===== config.mk =====
export PLATFORM = sky130hd
export DESIGN_NAME = lane_calc
export DESIGN_NICKNAME = d
export VERILOG_FILES = /design/src/rtl/lane_calc_pkg.sv /design/src/rtl/lane_calc_depth.sv /design/src/rtl/lane_calc_prep.sv /design/src/rtl/lane_calc_div.sv /design/src/rtl/lane_calc.sv
export SDC_FILE = /design/constraint.sdc
export NUM_CORES = 1
export LEC_CHECK = 0
export ABC_CLOCK_PERIOD_IN_PS = 30900
export BUFFER_PORTS_ARGS = -buffer_cell sky130_fd_sc_hd__buf_4
export CAP_MARGIN = 30
export CORE_ASPECT_RATIO = 0.75
export CORE_UTILIZATION = 30
export DETAILED_ROUTE_END_ITERATION = 6
export GPL_TIMING_DRIVEN = 0
export PLACE_DENSITY_LB_ADDON = 0.05
export SLEW_MARGIN = 20
export SYNTH_ARGS = -nofsm -noshare
export SYNTH_HDL_FRONTEND = slang
export SYNTH_SLANG_ARGS = --single-unit
export TNS_END_PERCENT = 20

===== constraint.sdc =====
create_clock -name clk -period 30.9 [get_ports clk]
set_input_delay 7.725 -clock clk [delete_from_list [all_inputs] [get_ports clk]]
set_output_delay 7.725 -clock clk [all_outputs]
set_load 0.01 [all_outputs]

===== src/rtl/lane_calc_pkg.sv =====
package lane_calc_pkg;
  typedef enum logic [1:0] {
    ST_IDLE = 2'd0,
    ST_DIV  = 2'd1,
    ST_FIN  = 2'd2
  } calc_state_t;

  localparam int BPP_W   = 6;
  localparam int DEPTH_W = 3;
endpackage


===== src/rtl/lane_calc_depth.sv =====
module lane_calc_depth
  import lane_calc_pkg::*;
(
  input  logic [DEPTH_W-1:0] code,
  output logic [BPP_W-1:0]   bpp,
  output logic               legal
);
  always_comb begin
    legal = 1'b1;
    case (code)
      3'd0:    bpp = 6'd24;
      3'd1:    bpp = 6'd30;
      3'd2:    bpp = 6'd18;
      3'd3:    bpp = 6'd36;
      default: begin
        bpp   = '0;
        legal = 1'b0;
      end
    endcase
  end
endmodule


===== src/rtl/lane_calc_prep.sv =====
module lane_calc_prep
  import lane_calc_pkg::*;
#(
  parameter int PCLK_W = 20,
  parameter int FREQ_W = 12,
  parameter int QW     = 32
) (
  input  logic [PCLK_W-1:0]  pclk_khz,
  input  logic [FREQ_W-1:0]  freq_mhz,
  input  logic [BPP_W-1:0]   bpp,
  output logic [FREQ_W+6:0]  lane_bw,
  output logic [QW-1:0]      dividend,
  output logic [QW-1:0]      divisor
);
  localparam int BW_W = FREQ_W + 7;

  logic [QW-1:0] prod;
  logic [QW-1:0] need;
  logic [QW-1:0] bw_ext;

  always_comb begin
    lane_bw  = BW_W'(freq_mhz) * BW_W'(100);
    bw_ext   = QW'(lane_bw);
    prod     = QW'(pclk_khz) * QW'(bpp) * QW'(21);
    need     = prod / QW'(20);
    divisor  = bw_ext << 3;
    dividend = need + divisor - QW'(1);
  end
endmodule


===== src/rtl/lane_calc_div.sv =====
module lane_calc_div #(
  parameter int QW = 32
) (
  input  logic          clk,
  input  logic          rst_n,
  input  logic          start,
  input  logic [QW-1:0] dividend,
  input  logic [QW-1:0] divisor,
  output logic          done,
  output logic [QW-1:0] quotient
);
  localparam int CW = $clog2(QW + 1);

  logic [QW-1:0] rem_q, quo_q, div_q;
  logic [CW-1:0] cnt_q;
  logic          busy_q;
  logic [QW:0]   rem_sh;
  logic [QW+1:0] diff;

  always_comb begin
    rem_sh = {rem_q, quo_q[QW-1]};
    diff   = {1'b0, rem_sh} - {2'b00, div_q};
  end

  always_ff @(posedge clk) begin
    if (!rst_n) begin
      rem_q  <= '0;
      quo_q  <= '0;
      div_q  <= '0;
      cnt_q  <= '0;
      busy_q <= 1'b0;
      done   <= 1'b0;
    end else begin
      done <= 1'b0;
      if (start) begin
        rem_q  <= '0;
        quo_q  <= dividend;
        div_q  <= divisor;
        cnt_q  <= CW'(QW);
        busy_q <= 1'b1;
      end else if (busy_q) begin
        if (!diff[QW+1]) begin
          rem_q <= diff[QW-1:0];
          quo_q <= {quo_q[QW-2:0], 1'b1};
        end else begin
          rem_q <= rem_sh[QW-1:0];
          quo_q <= {quo_q[QW-2:0], 1'b0};
        end
        cnt_q <= cnt_q - CW'(1);
        if (cnt_q == CW'(1)) begin
          busy_q <= 1'b0;
          done   <= 1'b1;
        end
      end
    end
  end

  assign quotient = quo_q;


  rem_below_div_chk: assert property (@(posedge clk) disable iff (!rst_n)
    busy_q |-> (rem_q < div_q));


  start_nonzero_chk: assert property (@(posedge clk) disable iff (!rst_n)
    start |-> (divisor != '0));
endmodule


===== src/rtl/lane_calc.sv =====
module lane_calc
  import lane_calc_pkg::*;
#(
  parameter int PCLK_W = 20,
  parameter int FREQ_W = 12,
  parameter int QW     = 32
) (
  input  logic                 clk,
  input  logic                 rst_n,
  input  logic                 in_valid,
  output logic                 in_ready,
  input  logic [PCLK_W-1:0]    pclk_khz,
  input  logic [DEPTH_W-1:0]   depth_code,
  input  logic [FREQ_W-1:0]    freq_mhz,
  output logic                 out_valid,
  output logic [BPP_W-1:0]     bpp,
  output logic [FREQ_W+6:0]    lane_bw,
  output logic [QW-1:0]        lanes,
  output logic                 err
);
  localparam int BW_W = FREQ_W + 7;

  calc_state_t     state_q;
  logic [BPP_W-1:0] bpp_c;
  logic             legal_c;
  logic [BW_W-1:0]  bw_c;
  logic [QW-1:0]    dividend_c, divisor_c, dividend_q, divisor_q, quo;
  logic             div_start_q, div_done;
  logic             take;

  lane_calc_depth u_depth (
    .code  (depth_code),
    .bpp   (bpp_c),
    .legal (legal_c)
  );

  lane_calc_prep #(.PCLK_W(PCLK_W), .FREQ_W(FREQ_W), .QW(QW)) u_prep (
    .pclk_khz (pclk_khz),
    .freq_mhz (freq_mhz),
    .bpp      (bpp_c),
    .lane_bw  (bw_c),
    .dividend (dividend_c),
    .divisor  (divisor_c)
  );

  lane_calc_div #(.QW(QW)) u_div (
    .clk      (clk),
    .rst_n    (rst_n),
    .start    (div_start_q),
    .dividend (dividend_q),
    .divisor  (divisor_q),
    .done     (div_done),
    .quotient (quo)
  );

  assign in_ready = (state_q == ST_IDLE);
  assign take     = in_valid && in_ready;

  always_ff @(posedge clk) begin
    if (!rst_n) begin
      state_q     <= ST_IDLE;
      div_start_q <= 1'b0;
      dividend_q  <= '0;
      divisor_q   <= '0;
      out_valid   <= 1'b0;
      bpp         <= '0;
      lane_bw     <= '0;
      lanes       <= '0;
      err         <= 1'b0;
    end else begin
      out_valid   <= 1'b0;
      div_start_q <= 1'b0;
      case (state_q)
        ST_IDLE: if (take) begin
          bpp        <= bpp_c;
          lane_bw    <= bw_c;
          dividend_q <= dividend_c;
          divisor_q  <= divisor_c;
          if (!legal_c || freq_mhz == '0) begin
            state_q <= ST_FIN;
          end else begin
            state_q     <= ST_DIV;
            div_start_q <= 1'b1;
          end
        end
        ST_FIN: begin
          out_valid <= 1'b1;
          lanes     <= '0;
          err       <= 1'b1;
          state_q   <= ST_IDLE;
        end
        ST_DIV: if (div_done) begin
          out_valid <= 1'b1;
          lanes     <= quo;
          err       <= (quo > QW'(4));
          state_q   <= ST_IDLE;
        end
        default: state_q <= ST_IDLE;
      endcase
    end
  end


  one_pulse_chk: assert property (@(posedge clk) disable iff (!rst_n)
    out_valid |=> !out_valid);


  busy_after_take_chk: assert property (@(posedge clk) disable iff (!rst_n)
    (in_valid && in_ready) |=> !in_ready);


  ready_with_result_chk: assert property (@(posedge clk) disable iff (!rst_n)
    out_valid |-> in_ready);


  lane_bound_chk: assert property (@(posedge clk) disable iff (!rst_n)
    (out_valid && !err) |-> (lanes <= QW'(4)));


  zero_bpp_err_chk: assert property (@(posedge clk) disable iff (!rst_n)
    (out_valid && bpp == '0) |-> err);
endmodule


# Word level (Yosys, flattened, before mapping)
# Index checks and enable logic that the tools add are counted.
dict set report word_totals {
  reg_bits 181
  latch_bits 0
  mem_bits_rw 0
  mem_bits_ro 0
  input_bits 38
  output_inout_bits 60
  elab_cells 72
  n_memories 0
}
dict set report op_classes {
  add_sub_neg 4
  multipliers 3
  div_mod_pow 1
  n_lt_le_gt_ge 1
  n_eq_ne 8
  shift 0
  mux 23
  bitwise_logic 2
  n_reduce_logical 15
}
# cell count
set op_table {}
lappend op_table {{32-bit 2-to-1 mux} 4}
lappend op_table {{32-bit one-hot mux with 2 select lines} 1}
lappend op_table {{33-bit by 22-bit subtractor with 34-bit output} 1}
lappend op_table {{32-bit by 22-bit adder with 32-bit output} 1}
lappend op_table {{31-bit by 5-bit divider with 32-bit output, second input constant} 1}
lappend op_table {{32-bit by 3-bit > comparator with 1-bit output, second input constant} 1}
lappend op_table {{32-bit by 1-bit subtractor with 32-bit output, second input constant} 1}
lappend op_table {{26-bit by 5-bit multiplier with 31-bit output, second input constant} 1}
lappend op_table {{20-bit by 6-bit multiplier with 26-bit output} 1}
lappend op_table {{6-bit one-hot mux with 4 select lines} 1}
lappend op_table {{12-bit by 5-bit multiplier with 17-bit output, second input constant} 1}
lappend op_table {{12-bit zero test} 1}
lappend op_table {{6-bit 2-to-1 mux} 2}
lappend op_table {{1-bit 2-to-1 mux} 9}
lappend op_table {{3-bit by 2-bit == test with 1-bit output, second input constant} 2}
lappend op_table {{6-bit by 1-bit == test with 1-bit output, second input constant} 1}
lappend op_table {{2-bit 2-to-1 mux} 3}
lappend op_table {{2-bit AND reduction} 3}
lappend op_table {{6-bit by 1-bit subtractor with 6-bit output, second input constant} 1}
lappend op_table {{2-bit by 1-bit != test with 1-bit output, second input constant} 2}
lappend op_table {{1-bit one-hot mux with 2 select lines} 2}
lappend op_table {{2-bit one-hot mux with 2 select lines} 1}
lappend op_table {{2-bit nonzero test} 2}
lappend op_table {{4-bit OR reduction} 1}
lappend op_table {{other kinds (12)} 13}

# Logic depth before layout (Yosys ltp)
dict set report logic_depth {
  ltp_word 8
  mapped_depth 121
  mapped_depth_nobuf 111
}

# Modules after synthesis
# From an unflattened synthesis, not the netlist that was laid out.
dict set report hier_totals {
  hier_cells 3067
  hier_area_um2 23927.9
}
# mod instances cells_each area_per_inst_um2 seq_area_each_um2
set modules_own_cells {}
lappend modules_own_cells {lane_calc_prep 1 1772 13276.5 0.0}
lappend modules_own_cells {lane_calc_div 1 751 6172.2 2082.0}
lappend modules_own_cells {lane_calc 1 535 4428.0 2522.4}
lappend modules_own_cells {lane_calc_depth 1 9 51.3 0.0}

# Worst setup path before layout
# Ideal clock, no wire load.
dict set report synth_timing {
  path_kind {in2reg}
  startpoint {input port depth_code[0]}
  endpoint {register dividend_q[27]}
  setup_ns 0.080
  arrival_ns 29.087
  path_slack_ns 1.734
  stages 111
  n_path_buf 6
  cell_sequence {nor2b_1 clkbuf_1 and2_1 clkbuf_1 nand2_1 fa_1 fa_1 fa_1 inv_1 ha_1 a21o_1 a21oi_1 o21bai_1 a21oi_1 o21bai_1 a21oi_1 o21bai_1 a21oi_1 [75 not listed] o21bai_1 a21oi_1 o21bai_1 a21oi_1 o21bai_1 a21oi_1 o21bai_1 a21oi_1 o21bai_1 a21oi_1 o21bai_1 a21oi_1 nor2b_1 o21ai_0 nand2b_1 xnor2_1 nor2_1 nor3b_1}
}
dict set report synth_via {
  elab_chain_cells 7
  elab_cells_between_ends 10
  cone_classes {add/sub (2); mul (2); div (1); eq/ne (3); mux (1); reduce/logical (1)}
}
# element line
set synth_lines {}
lappend synth_lines {{from (decl)} lane_calc.sv:13} ;# input logic [DEPTH_W-1:0] depth_code,
lappend synth_lines {{3-bit by 2-bit == test with 1-bit output, or another cell as far along} lane_calc_depth.sv:10} ;# case (code)
lappend synth_lines {{6-bit one-hot mux with 4 select lines (*)} lane_calc_depth.sv:10}
lappend synth_lines {{20-bit by 6-bit multiplier with 26-bit output (*)} lane_calc_prep.sv:24} ;# prod = QW'(pclk_khz) * QW'(bpp) * QW'(21);
lappend synth_lines {{26-bit by 5-bit multiplier with 31-bit output (*)} lane_calc_prep.sv:24}
lappend synth_lines {{31-bit by 5-bit divider with 32-bit output (*)} lane_calc_prep.sv:25} ;# need = prod / QW'(20);
lappend synth_lines {{32-bit by 22-bit adder with 32-bit output (*)} lane_calc_prep.sv:27} ;# dividend = need + divisor - QW'(1);
lappend synth_lines {{32-bit by 1-bit subtractor with 32-bit output (*)} lane_calc_prep.sv:27}
lappend synth_lines {{to (signal assigned)} lane_calc.sv:77} ;# dividend_q <= dividend_c;
lappend synth_lines {{to (decl)} lane_calc.sv:27} ;# logic [QW-1:0] dividend_c, divisor_c, dividend_q, divisor_q, quo;
# Mark *: on every way between the ends. The rest lies on a longest branch, timed or not.
# A chain may end at the register's enable or synchronous reset.

# Worst setup path in the final report
dict set report layout_timing {
  startpoint {input port depth_code[0]}
  endpoint {register dividend_q[26]}
}
# The elaborated chain is that of the path after synthesis.

==> impl_metrics.py <==
metrics = {
    "status": {
        "status": "finished, final reports clean",
    },
    "synthesis": {
        "synth.avg_cell_area_um2": 7.89,
        "netlist_instances": 2779,
        "synth_xor_xnor_area_share_pct": 5.21,
        "post_synth_fa_ha_maj_area_fraction_pct": 21.3,
        "ys_seq_elements": 180,
        "synth-simple-area-share_pct": 19.4,
        "async_reset_ff_share_pct": 0,
        "synth_top_family_by_area": "compound AO/OA/AOI/OAI gates",
        "netlist-cell-type-count": 121,
        "yosysWarningCount": 0,
        "sequential_element_share_of_the_synthesized_area_pct": 16.4,
        "post_synthesis_mux_area_share_pct": 4.36,
        "ys.flop_type": "dfxtp_1",
        "synth-compound-area-share_pct": 24.0,
        "synth_edf_count": 0,
        "synthesis.area_mm2": 0.0219,
    },
    "clocking": {
        "worst_skew_pair.late_latency_ns": 0.50,
        "cts-root-to-sink-buffers": 3,
        "clock_tree.root_cell": "clkbuf_16",
        "cts_sinks": 180,
        "tritoncts": "built",
        "hold_buffers": 0,
        "cts_inserted_buffers": 25,
        "clock_tree.htree_level_count": 4,
        "clkSlewWorstSetupHoldPaths_ns": 0.06,
    },
    "setup_path": {
        "r2r_end": "u_div.rem_q[30]",
        "end_point_of_the_critical_path": "dividend_q[26]",
        "rr_worst_depth": 23,
        "slowest_delay_ns": 0.54,
        "worst_path_most_repeated_cell": "o21bai_1",
        "nature_of_the_critical_path_endpoint": "flop",
        "crit-reg2reg-launch": "u_div.div_q[6]",
        "critPathSlowestCell": "fa_1",
        "reg2reg_slack_ns": 26.34,
        "crit_path_max_fanout": 10,
        "worst-endpoint-arrival_ns": 30.07,
        "setup.worst_path.start": "depth_code[0]",
        "critPathLaunchType": "primary input",
        "setup.worst_path.class": "in2reg",
        "cp.required_ns": 31.27,
    },
    "placement": {
        "globalplace.congestion": 0.865,
        "detailedPlacementHpwl_um": 57500,
        "port-buffer-count": 93,
    },
    "sta": {
        "timing.final.crit_period_ns": 29.70,
        "worst_setup_skew_after_layout_ns": 0.0192,
        "final-setup-viol-count": 0,
        "final_min_period_over_clock_period_pct": 96.1,
        "worst_pin_slew_ns": 1.01,
        "fmax_mhz": 33.7,
        "timing_max_transition_violations_final": 0,
        "maxSlewHeadroom_pct": 32.3,
        "worst_hold_slack_ns": 0.475,
        "report.final.hold_viol_count": 0,
    },
    "global_routing": {
        "track_usage_pct": 18.6,
        "largest_net_degree_at_the_start_of_global_routing": 17,
        "first_pass_grt_wire_length_um": 111000,
        "grt_antenna_before_repair": 3,
        "global_route.overflow_total": 0,
        "first_global_vias": 19600,
    },
    "drt": {
        "detail_route.drc_violations": 0,
        "vias_per_cell": 5.10,
        "drt_pass1_iterations": 5,
        "drtAntennaViolNets": 0,
        "detail_route.iter0.violations": 1329,
        "route.detailed.wl_per_inst_um": 17.8,
        "drt_wl_total_um": 70100,
        "vias": 20100,
    },
    "worst_hold_path": {
        "hp-class": "reg2reg",
    },
    "finish": {
        "drive_above_1_share_pct": 15.2,
        "most-common-layout-cells": "inv_1 (344), ha_1 (237), nand2_1 (203)",
        "most_common_cell_after_layout_fill_and_taps_aside": "inv_1",
        "area_added_between_synthesis_and_finish_pct": 18.1,
        "finalNetCount": 3332,
    },
    "floorplan": {
        "floorplan.rows": 85,
        "floorplan.initialDensity_pct": 30.4,
        "floorplan.die_area_mm2": 0.0742,
        "die_y_um": 236,
        "dieWidth_um": 314,
        "design.portCount": 98,
        "std_cell_core_area_mm2": 0.0720,
    },
    "job": {
        "max_cap_violations": 0,
    },
}
## timing repair
action	in CTS	in global routing
setup buffers	27	41
gates resized for setup	64	123
endpoints found under the setup margin	17	16
pin swaps	19	57
## worst min path at each step
stage / startpoint / end / slack [ns] / depth (start not counted)
final: bpp[5] / bpp[5] / 0.48 / 2
after global placement: bpp[5] / bpp[5] / 0.46 / 2
after CTS: bpp[5] / bpp[5] / 0.48 / 2
after floorplan: dividend_q[0] / dividend_q[0] / 0.44 / 2
after detailed placement: bpp[2] / bpp[2] / 0.47 / 2
after global routing: bpp[5] / bpp[5] / 0.49 / 2
## metal layers
| metal | wire, µm | global-route usage [%] | vias to the layer above |
|---|---|---|---|
| met5 | 30 | 0 | - |
| met3 | 2760 | 2.31 | 36 |
| met2 | 27500 | 26.2 | 391 |
| met4 | 554 | 2.08 | 4 |
| li1 | - | - | 10100 |
| met1 | 39300 | 30.2 | 9543 |
## synth_stat cells (all sizes together), types with 44 or more instances
cell type    n  area [µm²]
dfxtp      180        3600
inv        349        1310
nor2       125         488
buf         57         349
fa          84        1680
ha         238        2980
nor3        65         330
a21o        51         383
and2       156         978
a21oi      146         764
clkbuf      95         357
xnor2       88         771
nand3       47         255
mux2i       91         911
nand2      215         827
a211oi      44         355
nor2b       65         407
o21ai      162         811
## worst max-delay path: cells and delay by family
family	cells	cell delay, ns
AOI/OAI and AO/OA	73	13.72
xor gates and xnor gates	3	0.37
and+or+nand+nor	9	1.82
adders and majority gates	9	3.54
buffers and inverters	17	2.16
muxes	2	0.66
## sequential cells by signal, indices dropped and copies added, names as in the netlist, 5 cells and up
signal / flops
lanes: 32
u_div.cnt_q: 6
u_div.quotient: 32
u_div.rem_q: 32
dividend_q: 32
divisor_q: 17
bpp: 5
u_div.div_q: 17
## area by class of cell
cell class,count,area [µm²]
clock inverter,3,17.5
clock buffer,29,671
buffer,150,743
timing repair buffer,166,1250
inverter,350,1320
tap,957,1200
sequential,180,3600
fill,7645,46100
multi-input combinational,2099,17100
antenna,2,5.00
## metrics by stage
stage          setup TNS [ns]  cell area (µm²)  instances  utilization (%)  worst slack, ns
5_1_grt                -0.198            25900       3934             36.0           -0.106
4_1_cts                     0            25000       3891             34.8          0.00112
6_report                    0            25900       3936             36.0             1.20
3_5_place_dp           -30.89            23800       3833             33.1            -2.73
2_1_floorplan               0            21900       2781                -             1.73
3_3_place_gp           -29.38            23800       3831             33.1            -2.65
## kinds of logic after synthesis
family	after synthesis
adder cells (fa/ha/maj)	324
XOR/XNOR	128
AO/OA/AOI/OAI	741
AND/OR/NAND/NOR	808
multiplexers	95
buffers and inverters	502
flip-flops	180
other	1
Power is left out: the tool's default activity adds up to more than one toggle a clock period on the data nets, which glitch-free logic cannot reach.
